==> config.mk <==
export PLATFORM = sky130hd
export DESIGN_NAME = tenure_sched
export DESIGN_NICKNAME = d
export VERILOG_FILES = /design/src/rtl/tsched_pkg.sv /design/src/rtl/tsched_first.sv /design/src/rtl/tsched_pick.sv /design/src/rtl/tsched_active.sv /design/src/rtl/tenure_sched.sv
export SDC_FILE = /design/constraint.sdc
export NUM_CORES = 1
export LEC_CHECK = 0
export BUFFER_PORTS_ARGS = -buffer_cell sky130_fd_sc_hd__buf_2
export CORE_MARGIN = 2
export CORE_UTILIZATION = 55
export CTS_CLUSTER_SIZE = 20
export DETAILED_ROUTE_END_ITERATION = 10
export GPL_TIMING_DRIVEN = 0
export PLACE_DENSITY = 0.74
export SYNTH_ARGS = -nofsm -noshare
export SYNTH_HDL_FRONTEND = slang
export SYNTH_SLANG_ARGS = --single-unit
==> constraint.sdc <==
create_clock -name clk -period 13.3 [get_ports clk]
set_input_delay 1.995 -clock clk [delete_from_list [all_inputs] [get_ports clk]]
set_output_delay 1.995 -clock clk [all_outputs]
set_load 0.02 [all_outputs]
==> src/rtl/tsched_pkg.sv <==
package tsched_pkg;
  localparam int TAG_W      = 4;
  localparam int LONG_BEATS = 4;
  localparam int BEAT_W     = 3;

  typedef struct packed {
    logic             is_wr;
    logic [TAG_W-1:0] tag;
    logic             burst;
  } tenure_t;
endpackage

==> src/rtl/tsched_first.sv <==
module tsched_first #(
  parameter int N = 4,
  localparam int IW = (N > 1) ? $clog2(N) : 1
) (
  input  logic [N-1:0]  req,
  output logic          found,
  output logic [IW-1:0] idx
);
  always_comb begin
    found = 1'b0;
    idx   = '0;
    for (int i = N - 1; i >= 0; i--) begin
      if (req[i]) begin
        found = 1'b1;
        idx   = IW'(i);
      end
    end
  end
endmodule

==> src/rtl/tsched_pick.sv <==
module tsched_pick #(
  parameter int DEPTH = 4,
  localparam int IW = (DEPTH > 1) ? $clog2(DEPTH) : 1
) (
  input  logic [DEPTH-1:0] pend,
  input  logic [DEPTH-1:0] wr_mask,
  input  logic             wr_first,
  output logic             found,
  output logic             has_wr,
  output logic [IW-1:0]    idx
);
  logic          any_found;
  logic [IW-1:0] any_idx;
  logic [IW-1:0] wr_idx;

  tsched_first #(.N(DEPTH)) u_oldest (.req(pend),    .found(any_found), .idx(any_idx));
  tsched_first #(.N(DEPTH)) u_oldwr  (.req(wr_mask), .found(has_wr),    .idx(wr_idx));

  assign found = any_found;
  assign idx   = (wr_first && has_wr) ? wr_idx : any_idx;
endmodule

==> src/rtl/tsched_active.sv <==
module tsched_active
  import tsched_pkg::*;
(
  input  logic    clk,
  input  logic    rst_n,
  input  logic    start,
  input  tenure_t start_ent,
  input  logic    ta,
  input  logic    tea,
  output logic    act_valid,
  output tenure_t act_ent
);
  logic              v_q, v_n;
  tenure_t           e_q, e_n;
  logic [BEAT_W-1:0] left_q, left_n;
  logic              en;

  assign en = start | (v_q & (ta | tea));

  always_comb begin
    v_n    = v_q;
    e_n    = e_q;
    left_n = left_q;
    if (start) begin
      v_n    = 1'b1;
      e_n    = start_ent;
      left_n = start_ent.burst ? BEAT_W'(LONG_BEATS) : BEAT_W'(1);
    end else if (v_q) begin
      if (tea) begin
        v_n = 1'b0;
      end else if (ta) begin
        left_n = left_q - BEAT_W'(1);
        if (left_q == BEAT_W'(1)) v_n = 1'b0;
      end
    end
  end

  always_ff @(posedge clk or negedge rst_n) begin
    if (!rst_n) begin
      v_q    <= 1'b0;
      e_q    <= '0;
      left_q <= '0;
    end else if (en) begin
      v_q    <= v_n;
      e_q    <= e_n;
      left_q <= left_n;
    end
  end

  assign act_valid = v_q;
  assign act_ent   = e_q;
endmodule

==> src/rtl/tenure_sched.sv <==
module tenure_sched
  import tsched_pkg::*;
#(
  parameter int DEPTH = 4
) (
  input  logic             clk,
  input  logic             rst_n,
  input  logic             enq_valid,
  input  logic             enq_is_wr,
  input  logic [TAG_W-1:0] enq_tag,
  input  logic             enq_burst,
  output logic             enq_ready,
  input  logic             grant,
  input  logic             wr_first,
  input  logic             ta,
  input  logic             tea,
  input  logic             retry_valid,
  input  logic [TAG_W-1:0] retry_tag,
  output logic             act_valid,
  output logic             act_is_wr,
  output logic [TAG_W-1:0] act_tag,
  output logic             act_burst
);
  localparam int IW = (DEPTH > 1) ? $clog2(DEPTH) : 1;
  localparam int CW = $clog2(DEPTH + 1);

  tenure_t          q   [DEPTH];
  tenure_t          q_n [DEPTH];
  logic [CW-1:0]    cnt, cnt_n;
  logic [DEPTH-1:0] vld, tag_hit, rt_oh, keep1, wrm, sel_oh, keep2;
  logic             rt_found, sel_found, has_wr, start, enq_fire, q_en;
  logic [IW-1:0]    rt_idx, sel_idx;
  tenure_t          act_ent, new_ent;

  for (genvar i = 0; i < DEPTH; i++) begin : g_mask
    assign vld[i]     = CW'(i) < cnt;
    assign tag_hit[i] = retry_valid && vld[i] && (q[i].tag == retry_tag);
    assign rt_oh[i]   = rt_found && (rt_idx == IW'(i));
    assign keep1[i]   = vld[i] && !rt_oh[i];
    assign wrm[i]     = keep1[i] && q[i].is_wr;
    assign sel_oh[i]  = start && (sel_idx == IW'(i));
    assign keep2[i]   = keep1[i] && !sel_oh[i];
  end

  tsched_first #(.N(DEPTH)) u_retry (.req(tag_hit), .found(rt_found), .idx(rt_idx));

  tsched_pick #(.DEPTH(DEPTH)) u_pick (
    .pend(keep1), .wr_mask(wrm), .wr_first(wr_first),
    .found(sel_found), .has_wr(has_wr), .idx(sel_idx)
  );

  assign start     = grant && !act_valid && sel_found;
  assign enq_ready = (cnt != CW'(DEPTH));
  assign enq_fire  = enq_valid && enq_ready;
  assign q_en      = enq_fire | rt_found | start;
  assign new_ent   = '{is_wr: enq_is_wr, tag: enq_tag, burst: enq_burst};

  // Compact surviving entries toward the head, then append.
  always_comb begin
    logic [CW-1:0] w;
    w = '0;
    for (int i = 0; i < DEPTH; i++) q_n[i] = q[i];
    for (int i = 0; i < DEPTH; i++) begin
      if (keep2[i]) begin
        q_n[w[IW-1:0]] = q[i];
        w = w + CW'(1);
      end
    end
    if (enq_fire) begin
      q_n[w[IW-1:0]] = new_ent;
      w = w + CW'(1);
    end
    cnt_n = w;
  end

  always_ff @(posedge clk or negedge rst_n) begin
    if (!rst_n) begin
      cnt <= '0;
      for (int i = 0; i < DEPTH; i++) q[i] <= '0;
    end else if (q_en) begin
      cnt <= cnt_n;
      for (int i = 0; i < DEPTH; i++) q[i] <= q_n[i];
    end
  end

  tsched_active u_active (
    .clk(clk), .rst_n(rst_n), .start(start), .start_ent(q[sel_idx]),
    .ta(ta), .tea(tea), .act_valid(act_valid), .act_ent(act_ent)
  );

  assign act_is_wr = act_ent.is_wr;
  assign act_tag   = act_ent.tag;
  assign act_burst = act_ent.burst;
endmodule

==> flow_summary.toml <==
[run_status]
outcome = "finished clean"

[cts]
ctsHoldBuffers = 0
clk_path_buf_depth = 2
cts_tree = "yes"
cts_max_level = 2
cts-root-buf = "clkbuf_8"
numCtsBuffers = 5
cts-resized-gates = 0
cts.clk_slew.worst_paths_ps = 80
clkLatencyLatePin_ps = 290
cts_setup_buffers = 0
clkSinkCount = 37

[critical_path]
critPathMaxFanout = 10
crit_chain = "buf_2 -> xnor2_1 -> nand3_2 -> or2_1 -> buf_2 -> a31o_1 -> a221oi_4 -> o21a_1 -> ha_1 -> clkbuf_1 -> xnor2_1 -> ha_1 -> mux2i_1 -> inv_1 -> ha_1 -> and3_1 -> clkbuf_1 -> a21boi_0 -> o2111a_1 -> a211oi_1"
cp_common_cell = "ha_1"
cpMaxStageDelayCell = "a221oi_4"
arrival_ps = 7010
slowest_delay_ps = 510
crit_path_start_kind = "input port"
r2r_cells = 20
end_kind = "register"
reg2reg_to = "cnt[2]"
r2r_start = "cnt[2]"
reg2reg_slack_ps = 7810
required_ps = 13500
crit_start = "retry_tag[0]"
endpoint = "cnt[2]"
crit_type = "input port to register"

[synthesis]
synth_cell_types = 62
synth_area_leaders = "dfrtp_1, ha_1, and3_1"
synth.top_cell.area_share_pct = 29.7
synth-main-ff-cell = "dfrtp_1"
synth_warnings = 0
postSynthAreaPerCell_um2 = 8.88
synth_most_common_cell = "dfrtp_1"
ys_seq_area_share_pct = 29.7
synthTopCellsByCount = "dfrtp_1, nand2_1, o21ai_0"
yosys.area.top_type = "dfrtp_1"
synth_area_um2 = 3120
synth_fp_nets = 382
synth_edf_count = 0
synth_seq_cells = 37
netlist_instances = 351
async_flop_share_pct = 100

[routing]
viasPerCell = 6.71
wire_per_inst_um = 19.2
firstDrtPassIters = 5
wl_um = 8760
initialDrtViolationCount = 239
vias = 3059
ant_nets = 0
drc = 0

[place]
hpwl_um = 6630
gp_congestion = 0.933
io_buffers = 25

[flow_run]
drv_cap = 0

[hold_path]
hold_path.class = "register to register"

[timing]
worst_pin_slew_ps = 961
setup_viol = 0
slew_violations = 0
hold_violations = 0
post-route-period-util_pct = 51.2
fmax_mhz = 147
fin_skew_ps = 7.32
finalCriticalPeriod_ps = 6820
setup_tns_ps = 0
rsz0062_at_grt = "no"
relSlewSlack_pct = 35.7

[grt]
grt_pass1_wl_um = 14800
grt_use_total_pct = 30.1
grt_antenna_before_repair = 0
grt_pass1_vias = 2952
grt-ovfl-total = 0
grt_max_degree = 38

[cells_and_area]
fin_util_pct = 63.3
multi_input_area_um2 = 2070
fill_cells = 483
antennaDiodeCount = 0
drive_gt1_share_pct = 16.1
regArea_um2 = 926
nets = 414
layout-area-overhead-vs-synth_pct = 11.2

[floorplan]
io_pins = 26
die_y_um = 79.3
start_util_pct = 56.9
dieArea_um2 = 6280
design.core.area_um2 = 5470
core.rowCount = 27
die_w_um = 79.3
-- metal layers --
metal | up-vias | routed length (µm) | track usage (%)
li1 | 1410 | - | -
met1 | 1495 | 3960 | 42.7
met2 | 133 | 4000 | 47.0
met3 | 21 | 593 | 4.09
met4 | 0 | 209 | 10.7
met5 | - | 0 | 0
-- worst min path at each step --
stage,startpoint,endpoint,slack (ps),cells past startpoint
2_1_floorplan,q[12],q[12],520,2
3_3_place_gp,u_active.act_ent[0],u_active.act_ent[0],460,1
3_5_place_dp,u_active.act_ent[0],u_active.act_ent[0],460,1
4_1_cts,u_active.act_ent[0],u_active.act_ent[0],480,1
5_1_grt,u_active.act_ent[0],u_active.act_ent[0],500,1
6_report,u_active.act_ent[0],u_active.act_ent[0],480,1
-- stage by stage --
step | worst slack (ps) | std cells | hold slack [ps] | instance area, µm²
floorplan | 7220 | 351 | 523 | 3120
global placement | 6290 | 448 | 459 | 3330
detailed placement | 6290 | 448 | 460 | 3330
CTS | 6580 | 456 | 477 | 3460
global route | 6050 | 456 | 498 | 3460
finish | 6480 | 456 | 476 | 3460
-- final cells by class --
class                      count  area share [%]
buffer                        17            2.06
timing repair buffer          25            3.61
tap                           72            2.60
multi-input combinational    283            59.6
clock inverter                 3            1.88
sequential                    37            26.7
clock buffer                   5            1.99
inverter                      14            1.52
-- cell families (layout without fill, tap and decap cells) --
family / count (synthesis) / count (layout) / synth area share [%]
buf+inv: 31 / 64 / 3.98
compound gates: 112 / 112 / 27.6
fa+ha+maj: 13 / 13 / 5.22
simple gates: 113 / 113 / 19.1
flops: 37 / 37 / 29.7
xor+xnor: 20 / 20 / 5.86
mux: 25 / 25 / 8.51
-- sequential cells by signal, summed over array words and instances (netlist names) --
name,cells
q,24
u_active.act_ent,6
cnt,3
u_active.left_q,3
u_active.act_valid,1
-- worst max-delay path, delay by kind of cell --
family,cells,cell delay [ps]
multiplexers,1,320
adder cells (fa/ha/maj),3,770
buffers and inverters,5,870
AND/OR/NAND/NOR,3,650
XOR/XNOR,2,540
AO/OA/AOI/OAI,6,1860
-- cell usage in the layout, fill, tap and decap left out, types with 4 or more instances in the layout --
cell	count
dfrtp_1	37
nand2_1	32
buf_2	28
o21ai_0	25
and3_1	24
nor2_1	17
inv_1	14
xnor2_1	13
mux2i_1	13
ha_1	13
mux2_2	12
clkbuf_1	10
nand3_1	9
a211oi_1	8
o22ai_1	8
nor3_1	7
a221o_1	7
a22oi_1	7
xor2_1	6
a31oi_1	6
o221ai_1	6
a221oi_1	6
nand4_1	5
a21oi_1	5
clkbuf_8	5
a222oi_1	4
Power is left out: the tool's default activity adds up to more than one toggle a clock period on the data nets, which glitch-free logic cannot reach.
